`src/rtl/clkdiv_pkg.sv`:
```
// Package: shared widths, the configuration record and ratio helpers
// for the resynchronizable clock divider.
// Assumes ratios are stored as (ratio - 1) in RATIO_W bits.
package clkdiv_pkg;

    localparam int RATIO_W = 3;
    localparam int CFG_W   = RATIO_W + 1;
    localparam int LEN_W   = RATIO_W + 1;

    typedef struct packed {
        logic               one_shot;
        logic [RATIO_W-1:0] ratio_m1;
    } cfg_t;

    // True when ratio (m1 + 1) is not a power of two
    function automatic logic needs_stab(input logic [RATIO_W-1:0] m1);
        logic [LEN_W-1:0] n;
        n = LEN_W'(m1) + LEN_W'(1);
        return (n & (n - LEN_W'(1))) != '0;
    endfunction

    // Number of high cycles of the divided clock for ratio (m1 + 1)
    function automatic logic [LEN_W-1:0] high_len(input logic [RATIO_W-1:0] m1,
                                                  input logic stab);
        logic [LEN_W-1:0] n;
        n = LEN_W'(m1) + LEN_W'(1);
        if (n == LEN_W'(1))
            return LEN_W'(1);
        else if (n[0] && stab)
            return (n + LEN_W'(1)) >> 1;
        else
            return n >> 1;
    endfunction

endpackage

```
`src/rtl/clkdiv_cfg.sv`:
```
// Module: configuration register and one-shot arm flag.
// Holds the ratio and mode written through the write port. A write
// re-arms; an honoured realignment in one-shot mode disarms. A write
// wins over a disarm on the same edge.
module clkdiv_cfg
    import clkdiv_pkg::*;
(
    input  logic             clk,
    input  logic             rst_n,
    input  logic             we,
    input  logic [CFG_W-1:0] wdata,
    input  logic             honour,
    output cfg_t             cfg,
    output logic             armed_q
);

    // Register the configuration word on a write
    always_ff @(posedge clk) begin
        if (!rst_n)
            cfg <= '0;
        else if (we)
            cfg <= cfg_t'(wdata);
    end

    // Track whether a one-shot realignment is still pending
    always_ff @(posedge clk) begin
        if (!rst_n)
            armed_q <= 1'b1;
        else if (we)
            armed_q <= 1'b1;
        else if (honour && cfg.one_shot)
            armed_q <= 1'b0;
    end

endmodule

```
`src/rtl/clkdiv_sync.sv`:
```
// Module: realignment edge detector and gate.
// Detects a rising edge of the realignment input against its value at
// the previous clock edge. It passes the edge on when the mode is
// continuous, or when the mode is one-shot and the block is armed.
// Assumes sync_in is synchronous to clk.
module clkdiv_sync
    import clkdiv_pkg::*;
(
    input  logic clk,
    input  logic rst_n,
    input  logic sync_in,
    input  logic one_shot,
    input  logic armed_q,
    output logic honour
);

    logic sync_prev;
    logic rise;

    // Remember the last sampled level of the realignment input
    always_ff @(posedge clk) begin
        if (!rst_n)
            sync_prev <= 1'b0;
        else
            sync_prev <= sync_in;
    end

    // Qualify the rising edge with the current mode and arm state
    always_comb begin
        rise   = sync_in && !sync_prev;
        honour = rise && (!one_shot || armed_q);
    end

endmodule

```
`src/rtl/clkdiv_core.sv`:
```
// Module: period counter and output shaping.
// Counts 0..N-1 with the active ratio. The ratio and stabilizer level
// are loaded from the programmed values only at a wrap or at an
// honoured realignment, so no period is ever cut short.
module clkdiv_core
    import clkdiv_pkg::*;
(
    input  logic               clk,
    input  logic               rst_n,
    input  logic [RATIO_W-1:0] ratio_m1,
    input  logic               stab_en,
    input  logic               honour,
    output logic               div_ce,
    output logic               div_clk
);

    logic [RATIO_W-1:0] cnt;
    logic [RATIO_W-1:0] act_m1;
    logic               act_stab;
    logic               wrap;
    logic [LEN_W-1:0]   hi_len;

    // Decode the end of a period and the high time of the current one
    always_comb begin
        wrap   = (cnt == act_m1);
        hi_len = high_len(act_m1, act_stab);
    end

    // Advance the counter; restart and load new settings at wrap or realign
    always_ff @(posedge clk) begin
        if (!rst_n) begin
            cnt      <= '0;
            act_m1   <= '0;
            act_stab <= 1'b0;
        end else if (honour || wrap) begin
            cnt      <= '0;
            act_m1   <= ratio_m1;
            act_stab <= stab_en;
        end else begin
            cnt      <= cnt + RATIO_W'(1);
        end
    end

    // Drive the enable pulse and the divided clock level
    always_comb begin
        div_ce  = wrap;
        div_clk = (LEN_W'(cnt) < hi_len);
    end

endmodule

```
`src/rtl/clkdiv_realign.sv`:
```
// Module: top of the resynchronizable integer clock divider.
// Ties the configuration register, the realignment gate and the period
// counter together and flags ratios that need stabilization while it is
// off. All logic runs on the input clock.
module clkdiv_realign
    import clkdiv_pkg::*;
(
    input  logic             clk,
    input  logic             rst_n,
    input  logic             cfg_we,
    input  logic [CFG_W-1:0] cfg_wdata,
    input  logic             stab_en,
    input  logic             sync_in,
    output logic             div_ce,
    output logic             div_clk,
    output logic             cfg_err,
    output logic             armed
);

    cfg_t cfg;
    logic armed_q;
    logic honour;

    clkdiv_cfg u_cfg (
        .clk     (clk),
        .rst_n   (rst_n),
        .we      (cfg_we),
        .wdata   (cfg_wdata),
        .honour  (honour),
        .cfg     (cfg),
        .armed_q (armed_q)
    );

    clkdiv_sync u_sync (
        .clk      (clk),
        .rst_n    (rst_n),
        .sync_in  (sync_in),
        .one_shot (cfg.one_shot),
        .armed_q  (armed_q),
        .honour   (honour)
    );

    clkdiv_core u_core (
        .clk      (clk),
        .rst_n    (rst_n),
        .ratio_m1 (cfg.ratio_m1),
        .stab_en  (stab_en),
        .honour   (honour),
        .div_ce   (div_ce),
        .div_clk  (div_clk)
    );

    // Report status: configuration error and visible arm state
    always_comb begin
        cfg_err = needs_stab(cfg.ratio_m1) && !stab_en;
        armed   = cfg.one_shot && armed_q;
    end

endmodule

```
`config.mk`:
```
export PLATFORM = sky130hd
export DESIGN_NAME = clkdiv_realign
export DESIGN_NICKNAME = d
export VERILOG_FILES = /design/src/rtl/clkdiv_pkg.sv /design/src/rtl/clkdiv_cfg.sv /design/src/rtl/clkdiv_sync.sv /design/src/rtl/clkdiv_core.sv /design/src/rtl/clkdiv_realign.sv
export SDC_FILE = /design/constraint.sdc
export NUM_CORES = 1
export LEC_CHECK = 0
export BUFFER_PORTS_ARGS = -buffer_cell sky130_fd_sc_hd__clkbuf_2
export CAP_MARGIN = 20
export CORE_MARGIN = 2
export CORE_UTILIZATION = 40
export CTS_CLUSTER_DIAMETER = 80
export CTS_CLUSTER_SIZE = 16
export DETAILED_ROUTE_END_ITERATION = 10
export MAX_ROUTING_LAYER = met4
export SLEW_MARGIN = 5
export SYNTH_ARGS = -nofsm -noshare
export SYNTH_HDL_FRONTEND = slang
export SYNTH_SLANG_ARGS = --single-unit
```
`constraint.sdc`:
```
create_clock -name clk -period 5.2 [get_ports clk]
set_clock_uncertainty 0.05 [all_clocks]
set_input_delay 1.56 -clock clk [delete_from_list [all_inputs] [get_ports clk]]
set_output_delay 1.56 -clock clk [all_outputs]
set_load 0.02 [all_outputs]
```
== Yosys cells after proc, flatten, opt, wreduce, memory -nomap -nowiden ==
Cells that the tools add are included.
Storage, ports and cells
  bits in latches: 0
  output and inout bits: 4
  memories: 0
  word-level logic and storage cells: 33
  register bits after elaboration: 13
  ROM bits: 0
  bits in writable memories: 0
Operators by class
  $mul: 0
  mux-type cells: 2
  shifts and indexed selects: 0
  equal/unequal tests: 2
  bitwise logic cells: 2
  reductions and logical operators: 14
  $add $sub $neg: 5
  magnitude comparators: 1
  div/mod/pow operators: 0
Operator list (number)
  $add 3x1->4 const B: 2
  $logic_and 1x1->1: 6
  $mux 3: 2
  $add 4x1->4 const B: 1
  $and 4x4->4: 1
  $eq 4x1->1 const B: 1
  $lt 3x4->1: 1
  $reduce_bool 4->1: 1
  $reduce_or 2->1: 2
  $sub 4x1->4 const B: 1
  $add 3x1->3 const B: 1
  $eq 3x3->1: 1
  $logic_not 1->1: 3
  $logic_or 1x1->1: 2
  $not 1->1: 1

== Logic depth before layout (Yosys ltp) ==
Gate-level depths: netlist (run 1).
  depth in word-level cells: 5
  gate-level depth with buffers: 9
  depth with buffers taken out: 9

== Modules after synthesis ==
From an unflattened synthesis (run 1), not the netlist that was laid out.
Second synthesis, totals
  cell total of the unflattened synthesis: 80
  area total of the unflattened synthesis: 738.2 µm²
By module, submodules not included
  clkdiv_core: area an instance 485.5 µm², cells each 56, seq. area each 140.1 µm², instances 1
  clkdiv_cfg: area an instance 182.7 µm², cells each 17, seq. area each 100.1 µm², instances 1
  clkdiv_sync: area an instance 52.6 µm², cells each 4, seq. area each 20.0 µm², instances 1
  clkdiv_realign: area an instance 17.5 µm², cells each 3, seq. area each 0.0 µm², instances 1

== Least setup slack after synthesis (run 1) ==
Ideal clock, no wire load.
  path kind: flip-flop to output port
  from: reg u_core.act_m1[0]
  to: out div_clk
  path buffers: 0
  stages on the path, launching flop included: 10
  data arrival time: 1.868 ns
  slack: 1.722 ns
  path through: dfxtp_1 -> inv_1 -> ha_1 -> nand2_1 -> nor3b_1 -> a21oi_1 -> ha_1 -> a21oi_1 -> nand2_1 -> a21oi_1
On the way
  word-level cells in the longest chain between the ends: 5
  elaborated cells between the ends (all ways): 7
Ends and longest elaborated chain
  start: declaration: RTL line clkdiv_core.sv:18  | logic [RATIO_W-1:0] act_m1;
  start signal: assignment: RTL line clkdiv_core.sv:37  | act_m1 <= ratio_m1;
  $add 3x1->4 (*): RTL line clkdiv_pkg.sv:26  | n = LEN_W'(m1) + LEN_W'(1);
  $add 4x1->4 or $logic_and 1x1->1 (tied branches): RTL line clkdiv_pkg.sv:30, clkdiv_pkg.sv:29
  $mux 3: RTL line clkdiv_pkg.sv:29  | else if (n[0] && stab)
  $mux 3 (*): RTL line clkdiv_pkg.sv:27  | if (n == LEN_W'(1))
  $lt 3x4->1 (*): RTL line clkdiv_core.sv:47  | div_clk = (LEN_W'(cnt) < hi_len);
  end: declaration: RTL line clkdiv_realign.sv:15  | output logic div_clk,
Every way passes the cells marked *; elsewhere a longest branch is shown, timed or not.

== Worst setup path after layout (run 1) ==
Same ends and word-level chain as after synthesis.

==> results of run 1 <==
## stage by stage
step	power [W]	worst slack [ps]	utilization [%]	hold WS, ps	std cells
after global placement	0.0001610	1668	47.94	420.9	118
after floorplan	0.0001488	1722	-	391.1	84
after detailed placement	0.0001611	1616	47.94	427.4	118
after global routing	0.0002373	1091	49.50	468.6	122
final	0.0002222	1280	49.50	438.4	122
after CTS	0.0002263	1270	49.50	442.7	122
## worst max-delay path by stage
stage,end
final,div_clk
after global routing,div_clk
after CTS,div_clk
after detailed placement,div_clk
after global placement,div_clk
after floorplan,div_clk
## Yosys cell counts (all sizes together) (2+ instances only)
cell type   n  area share, %
nor2        4            2.0
dfxtp      13             34
and3        3            2.8
nand2b      2            2.6
mux2i       8             10
a32oi       3            4.4
inv         4            2.0
o21ai       3            2.0
xnor2       5            6.7
a21oi       4            2.6
ha          6            9.8
nand2       9            4.4
and2        3            2.4
clkbuf      2           0.98
nor2b       7            5.7
## cell type report
cell class              count  area [µm²]  area share (%)
multi-input cells          64       479.2           54.87
well taps                  25       31.28           3.582
clock buffers               3       22.52           2.579
inverters                   4       15.01           1.719
flip-flops and latches     13       260.3           29.80
clock inverters             1       5.005          0.5731
repair buffers             12       60.06           6.877
## sequential cells by signal, summed over array words and instances (netlist names)
| name | count |
|---|---|
| u_cfg.armed_q | 1 |
| u_cfg.cfg | 4 |
| u_core.act_m1 | 3 |
| u_core.act_stab | 1 |
| u_core.cnt | 3 |
| u_sync.sync_prev | 1 |
## cells in the final DEF, fill, tap and decap left out, types with 2 or more instances in the layout
cell type  netlist  layout
ha_1             6       6
nor2_1           4       4
clkbuf_4         0       3
mux2i_1          8       8
a32oi_1          2       2
and2_1           3       3
dfxtp_1         13      13
a21oi_1          4       4
clkbuf_2         0      12
nand2_1          9       9
inv_1            4       4
xnor2_1          4       4
o21ai_0          3       3
nor2b_1          7       7
and3_2           2       2
## where the power goes
group	leakage (nW)	internal, W	total, W	switching, W
Sequential	0.107	0.000105	0.000111	0.00000596
Clock	0.0177	0.0000286	0.0000637	0.0000351
Combinational	0.262	0.0000229	0.0000476	0.0000248
Total	0.387	0.000156	0.000222	0.0000658
## cell families after synthesis
logic type / count (synthesis) / synth area share [%]
simple gates: 33 / 24.39
flops: 13 / 33.82
compound gates: 11 / 9.920
mux: 8 / 10.41
buf+inv: 7 / 3.903
xor+xnor: 6 / 7.805
fa+ha+maj: 6 / 9.756
## per-layer routing
metal	GRT usage, %	vias to the layer above
met5	-	-
met4	4.865	0
met3	5.660	2
met2	20.27	18
met1	17.50	266
li1	-	309
==> flow_summary.yaml, run 1 <==
run_status:
  run_status: "completed"
critical_path:
  crit_required_ps: 3590
  critPathTopFamily: "adder cells"
  crit_top_cell: "a21oi_1"
  crit_path_start: "u_core.act_m1[0]"
  path_cells: "inv_1 -> ha_1 -> nand2_1 -> nor3b_1 -> a21oi_1 -> ha_1 -> a21oi_1 -> nand2_1 -> a21oi_1 -> clkbuf_2"
  crit_fanout: 5
  path_class: "register to primary output"
  r2r_start: "u_core.act_m1[2]"
  r2r_slack_ps: 3720
  cp.depth: 10
  cp-start-kind: "register"
  ff2ff_path_depth: 4
  crit_buf_inv: 2
  arrival_ps: 2310
  endpoint_kind: "primary output"
  rr_endpoint: "u_core.act_m1[0]"
  cpPeakStageDelay_ps: 420
  cpMaxStageDelayCell: "dfxtp_1"
power:
  ir_worst_vdd_mv: 0.1713
  powerDensity_mw_per_mm2: 254.4
  p_leak_nw: 0.3865
logic_synthesis:
  synth.net_count: 99
  synth_cell_type_count: 27
  synth_area_um2: 769.5
  yosys_most_used_dff: "dfxtp_1"
  synth.ff_latch_count: 13
  synth-edff-count: 0
  synth_area_per_cell_um2: 9.161
  ys_async_sr_fraction_pct: 0
  yosysSeqAreaShare_pct: 33.82
  synth_warnings: 0
  netlist_instances: 84
timing:
  final_hold_viol_count: 0
  setup_viol: 0
  rsz0062_at_grt: "no"
  min_period_ps: 3920
  min_period_over_period_pct: 75.38
  drv_slew: 0
  max_slew_margin_pct: 74.09
  tightest_slew_ps: 388.6
  fin_setup_tns_ps: 0
  max_freq_mhz: 255.1
die:
  die_w_um: 47.86
  core_area_mm2: 0.001764
  die_h_um: 47.86
  initial_core_util_pct: 43.62
  ioPinCount: 13
  dieArea_mm2: 0.002291
  std_cell_rows: 15
final_layout:
  final_layout_size_suffix_gt1_share_pct: 23.71
  fin_area_um2: 873.3
  num-fill-cells: 175
  n_antenna_cell: 0
  nets: 113
  syn_to_final_growth_pct: 13.50
clock_network:
  post_cts_resized: 0
  cts_buffers: 3
  tritoncts: "done"
  clk_pin_slew_worst_paths_ps: 90
  clkSinkCount: 13
  htreeDepth: 1
  clkLatencyLatePin_ps: 280
  post-cts-setup-buffers: 0
  root_buffer: "clkbuf_4"
  clk_path_buf_depth: 2
  cts_hold_buf: 0
global_route:
  grt_max_degree: 13
  track_usage_pct: 13.99
  grt-ovfl-total: 0
  grt_pass1_vias: 492
  antenna_found_initial: 0
  grt_pass1_wl_mm: 2.104
min_path:
  min_to: "u_core.cnt[0]"
  hold_path.class: "register to register"
  min_from: "u_core.cnt[0]"
  hold_depth: 1
drt:
  viasPerCell: 4.877
  met1_length_um: 612
  drt_wl_total_mm: 1.293
  wl_per_cell_um: 10.60
  ant_nets: 0
  wl_met2_um: 593
  vias: 595
  wl_met3_um: 80
  highest_layer: "met4"
  drtPass1Iterations: 4
  first_iter_violations: 10
  drc: 0
placement:
  globalplace.congestion: 0.7927
  placed_cell_area_um2: 845.8
  place.detailed.hpwl_um: 985.7
  io_buffers: 12
run:
  timing.max_cap.violations: 0
Note: power is estimated with default switching activity, not from simulation.
==> run 2: changes to the inputs <==
Settings changed: ABC_AREA from default to 1.
Clock period 5.2 ns to 4 ns, I/O delays scaled along.
==> flow_summary.yaml, run 2 <==
run_status:
  run_status: "completed"
final_layout:
  final_cell_count_no_fill: 125
  multi_input_area_um2: 381.6
  final_cell_mix: "17 x nor2_1, 14 x inv_1, 13 x nand2_1, 13 x dfxtp_1, 12 x clkbuf_2"
  largest_reg_flops: 4
  syn_to_final_growth_pct: 14.49
  final_layout_size_suffix_gt1_share_pct: 20.37
  register_area_um2: 260.3
  fin_area_um2: 810.8
  regMostFlops: "u_cfg.cfg"
  num-fill-cells: 178
  reg_top3: "u_cfg.cfg x4, u_core.act_m1 x3, u_core.cnt x3"
  n_antenna_cell: 0
  nets: 124
  layout_commonest_cell: "nor2_1"
drt:
  vias: 591
  wl_per_cell_um: 9.280
  drt_wl_total_mm: 1.160
  viasPerCell: 4.728
  drtPass1Iterations: 3
  ant_nets: 0
  first_iter_violations: 8
  drc: 0
critical_path:
  path_class: "register to primary output"
  crit_buf_inv: 2
  cp-start-kind: "register"
  cpMaxStageDelayCell: "dfxtp_1"
  critPathTopFamily: "adder cells"
  crit_fanout: 7
  cpPeakStageDelay_ps: 450
  arrival_ps: 2020
  crit_top_cell: "nand2_1"
  path_cells: "ha_1 -> inv_1 -> nand2_1 -> nand2_1 -> xor2_1 -> nand2_1 -> ha_1 -> nand2_1 -> nand2_1 -> a21oi_1 -> clkbuf_2"
  endpoint_kind: "primary output"
  crit_required_ps: 2750
power:
  comb_power_share_pct: 53.4
  p_switching_w: 0.0002659
  p_clk_share_pct: 13.5
  sw_frac_of_total_pct: 45.69
  ir_worst_vdd_mv: 0.2636
  p_seq_share_pct: 33.1
  powerDensity_mw_per_mm2: 717.8
  p_leak_nw: 0.3974
  p_int_w: 0.0003161
global_route:
  grt-ovfl-total: 0
  antenna_found_initial: 0
  grt_util_met3_pct: 3.529
  use_met2_pct: 20.28
  grt_max_degree: 12
  busiest_layer: "met2"
  track_usage_pct: 14.11
  grt_pass1_vias: 507
  grt_use_met1_pct: 17.59
  grt_pass1_wl_mm: 2.035
logic_synthesis:
  yosysSeqAreaShare_pct: 36.75
  netlist_instances: 93
  netlist_top_cells_count: "17 x nor2_1, 14 x inv_1, 13 x dfxtp_1, 13 x nand2_1, 8 x o21ai_0"
  yosys_most_used_dff: "dfxtp_1"
  synth_top_area_cell: "dfxtp_1"
  synth_area_per_cell_um2: 7.615
  ys_async_sr_fraction_pct: 0
  synth.area.top_cells: "dfxtp_1 37%, ha_1 11%, nor2_1 9.0%"
  netlist.area_leader.share_pct: 36.75
  synth_area_um2: 708.2
  synth.net_count: 108
  synth_cell_type_count: 20
  synth_warnings: 0
  yosysMostFrequentCell: "nor2_1"
  synth.ff_latch_count: 13
  synth-edff-count: 0
placement:
  place.detailed.hpwl_um: 934.1
  globalplace.congestion: 0.7347
  io_buffers: 12
  placed_cell_area_um2: 784.5
  place_inst: 121
die:
  std_cell_rows: 15
  dieArea_mm2: 0.002123
  core_area_mm2: 0.001689
  die_w_um: 46.08
  initial_core_util_pct: 41.93
  die_h_um: 46.08
  ioPinCount: 13
timing:
  max_slew_margin_pct: 84.71
  rsz0062_at_grt: "no"
  whs_ps: 445.5
  drv_slew: 0
  min_period_over_period_pct: 81.77
  final_hold_viol_count: 0
  fin_setup_tns_ps: 0
  tightest_slew_ps: 229.0
  max_freq_mhz: 305.7
  min_period_ps: 3271
  setup_viol: 0
clock_network:
  root_buffer: "clkbuf_4"
  tritoncts: "done"
  post-cts-setup-buffers: 0
  clk_path_buf_depth: 2
  clkLatencyLatePin_ps: 270
  post_cts_resized: 0
  clkSinkCount: 13
  cts_hold_buf: 0
  cts_buffers: 3
  clk_pin_slew_worst_paths_ps: 80
  htreeDepth: 1
min_path:
  hold_path.class: "register to register"
run:
  timing.max_cap.violations: 0
==> run 2: changes by cell type after synthesis, moves of 3 or more <==
cell,previous run,this run
and2_1,3,0
inv_1,4,14
mux2i_1,8,0
nand2_1,9,13
nor2_1,4,17
nor2b_1,7,0
o21ai_0,3,8
==> run 2: cell type report <==
type                    count  share of cell area [%]
multi-input cells          64                   47.07
flip-flops and latches     13                   32.10
inverters                  15                   7.562
repair buffers             12                   7.407
clock buffers               4                   3.241
well taps                  17                   2.623
==> run 2: power by group through the flow <==
stage	clock network (W)	logic (W)	registers, W
after floorplan	0	0.000251	0.000188
after global placement	0	0.000309	0.000196
after detailed placement	0	0.000314	0.000197
after CTS	0.0000825	0.000317	0.000194
after global routing	0.0000887	0.000352	0.000201
final	0.0000783	0.000311	0.000193
==> run 2: stage by stage <==
stage	total power, W	worst slack (ps)	util [%]
after CTS	0.0005932	704.8	48.00
after floorplan	0.0004386	994.3	-
final	0.0005820	729.2	48.00
after detailed placement	0.0005114	1021	46.44
after global routing	0.0006420	567.0	48.00
after global placement	0.0005053	1068	46.44
==> run 2: routing by layer <==
metal / vias to the layer above / share of wire, %
met2: 9 / 48
met4: 0 / 1.0
met5: - / 0
met3: 2 / 2.6
met1: 260 / 48
li1: 320 / -
==> run 2: path summary, 6_finish.rpt <==
path | from | end | slack [ps] | cells past startpoint
max | u_core.act_m1[0] | div_clk | 730 | 11
min | u_core.cnt[0] | u_core.cnt[0] | 450 | 1
max reg2reg | u_core.act_m1[0] | u_core.act_m1[2] | 2790 | 6
min reg2reg | u_core.cnt[0] | u_core.cnt[0] | 450 | 1
==> run 2: logic make-up (layout without fill, tap and decap cells) <==
family	Yosys count	in the layout	share of synthesized area (%)
xor gates and xnor gates	5	5	6.183
and+or+nand+nor	38	38	24.38
AOI/OAI and AO/OA	15	15	12.72
DFF	13	13	36.75
buffers and inverters	16	31	9.363
adders and majority gates	6	6	10.60
==> run 3: changes to the inputs <==
Settings changed: ABC_AREA 1 to 0.
Clock period 4 ns to 2.67 ns, I/O delays scaled along.
==> flow_summary.yaml, run 3 (synthesis gave the netlist of run 1 again) <==
run_status:
  run_status: "finished with violations"
  failed_checks: "negative setup slack"
die:
  core_area_mm2: 0.001764
  ioPinCount: 13
  die_h_um: 47.86
  die_w_um: 47.86
  std_cell_rows: 15
  initial_core_util_pct: 43.62
  dieArea_mm2: 0.002291
power:
  p_int_w: 0.0003246
  comb_power_share_pct: 26.2
  p_seq_share_pct: 46.8
  powerDensity_mw_per_mm2: 461.8
  p_clk_share_pct: 27.0
  p_switching_w: 0.0001353
  ir_worst_vdd_mv: 0.3539
  p_leak_nw: 0.4536
  sw_frac_of_total_pct: 29.42
drt:
  drc: 0
  viasPerCell: 4.674
  ant_nets: 0
  wl_per_cell_um: 10.57
  drt_wl_total_mm: 1.395
  drtPass1Iterations: 2
  vias: 617
  first_iter_violations: 1
global_route:
  track_usage_pct: 15.60
  grt-ovfl-total: 0
  grt_max_degree: 13
  grt_pass1_vias: 516
  grt_pass1_wl_mm: 2.263
  antenna_found_initial: 0
clock_network:
  clk_path_buf_depth: 2
  root_buffer: "clkbuf_4"
  cts_hold_buf: 0
  clk_pin_slew_worst_paths_ps: 80
  cts_buffers: 3
  clkSinkCount: 13
  clkLatencyLatePin_ps: 280
  htreeDepth: 1
  tritoncts: "done"
timing:
  max_freq_mhz: 347.1
  setup_viol: 1
  final_hold_viol_count: 0
  worst_slack_ps: -211.2
  min_period_over_period_pct: 107.9
  min_period_ps: 2881
  tightest_slew_ps: 387.1
  whs_ps: 443.4
  max_slew_margin_pct: 74.19
  rsz0062_at_grt: "yes"
  drv_slew: 0
  fin_setup_tns_ps: -211.2
final_layout:
  reg_top3: "u_cfg.cfg x4, u_core.act_m1 x3, u_core.cnt x3"
  final_layout_size_suffix_gt1_share_pct: 39.25
  num-fill-cells: 175
  syn_to_final_growth_pct: 29.43
  postLayoutCoreUtil_pct: 56.45
  nets: 123
  regMostFlops: "u_cfg.cfg"
  n_antenna_cell: 0
  final_cell_mix: "11 x clkbuf_2, 11 x dfxtp_1, 9 x buf_4, 8 x nand2_1, 8 x mux2i_1"
  fin_area_um2: 996.0
  largest_reg_flops: 4
critical_path:
  path_cells: "buf_6 -> and2b_2 -> nand2_4 -> nor3b_2 -> a21oi_1 -> ha_1 -> a21oi_2 -> nand2_1 -> a21oi_2 -> clkbuf_8"
  path_class: "register to primary output"
  cpMaxStageDelayCell: "dfxtp_2"
  crit_required_ps: 1820
  crit_fanout: 3
  crit_buf_inv: 2
  cp-start-kind: "register"
  crit_top_cell: "a21oi_2"
  critPathTopFamily: "simple AND/OR/NAND/NOR gates"
  cpPeakStageDelay_ps: 340
  arrival_ps: 2030
  endpoint_kind: "primary output"
run:
  timing.max_cap.violations: 0
placement:
  globalplace.congestion: 0.6845
  place.detailed.hpwl_mm: 1.046
  dp_slack_ps: -40.87
  placed_cell_area_um2: 887.1
  io_buffers: 12
min_path:
  hold_path.class: "register to register"
-- run 3: worst paths after layout --
path | startpoint | to | slack [ps] | depth (start not counted)
max | u_core.act_m1[0] | div_clk | -210 | 10
min | u_core.cnt[0] | u_core.cnt[0] | 440 | 1
max reg2reg | u_core.act_m1[0] | u_core.act_m1[0] | 1070 | 6
min reg2reg | u_core.cnt[0] | u_core.cnt[0] | 440 | 1
-- run 3: power by group through the flow --
stage | Clock [W] | Combinational [W] | Sequential, W
floorplan | 0 | 0.0000759 | 0.000216
global placement | 0 | 0.000103 | 0.000219
detailed placement | 0 | 0.000104 | 0.000219
CTS | 0.000129 | 0.000119 | 0.000216
global route | 0.000137 | 0.000133 | 0.000217
finish | 0.000124 | 0.000121 | 0.000215
-- run 3: area by class of cell --
type                    instances  area [µm²]  share of cell area [%]
clock buffers                   3       22.52                   2.261
inverters                       4       15.01                   1.508
multi-input cells              64       511.7                   51.38
flip-flops and latches         13       262.8                   26.38
well taps                      25       31.28                   3.141
repair buffers                 22       147.6                   14.82
clock inverters                 1       5.005                  0.5025
-- run 3: worst register-to-register path, stage by stage (launching register included) --
cell	delay [ps]
dfxtp_2	340
buf_6	120
buf_4	120
xnor2_1	290
a32oi_2	260
mux2i_1	160
and2_1	160
-- run 3: per-layer routing --
metal  up-vias  global-route usage (%)  share of wire (%)  wire length (µm)
li1        330                       -                  -                 -
met1       273                   18.24                 45               634
met2        12                   23.20                 49               678
met3         2                   6.792                4.9                69
met4         0                   6.486               0.86                12
met5         -                       -                  0                 0
-- run 3: what timing repair did --
action | 4_1_cts | 5_1_grt
setup buffers | 5 | 0
endpoints found under the setup margin | 1 | 1
pin swaps | 6 | 1
gates resized for setup | 12 | 2
-- run 3: through the flow --
step,power (W),cells
3_5_place_dp,0.0003232,123
5_1_grt,0.0004881,132
6_report,0.0004600,132
2_1_floorplan,0.0002920,84
3_3_place_gp,0.0003222,123
4_1_cts,0.0004633,132
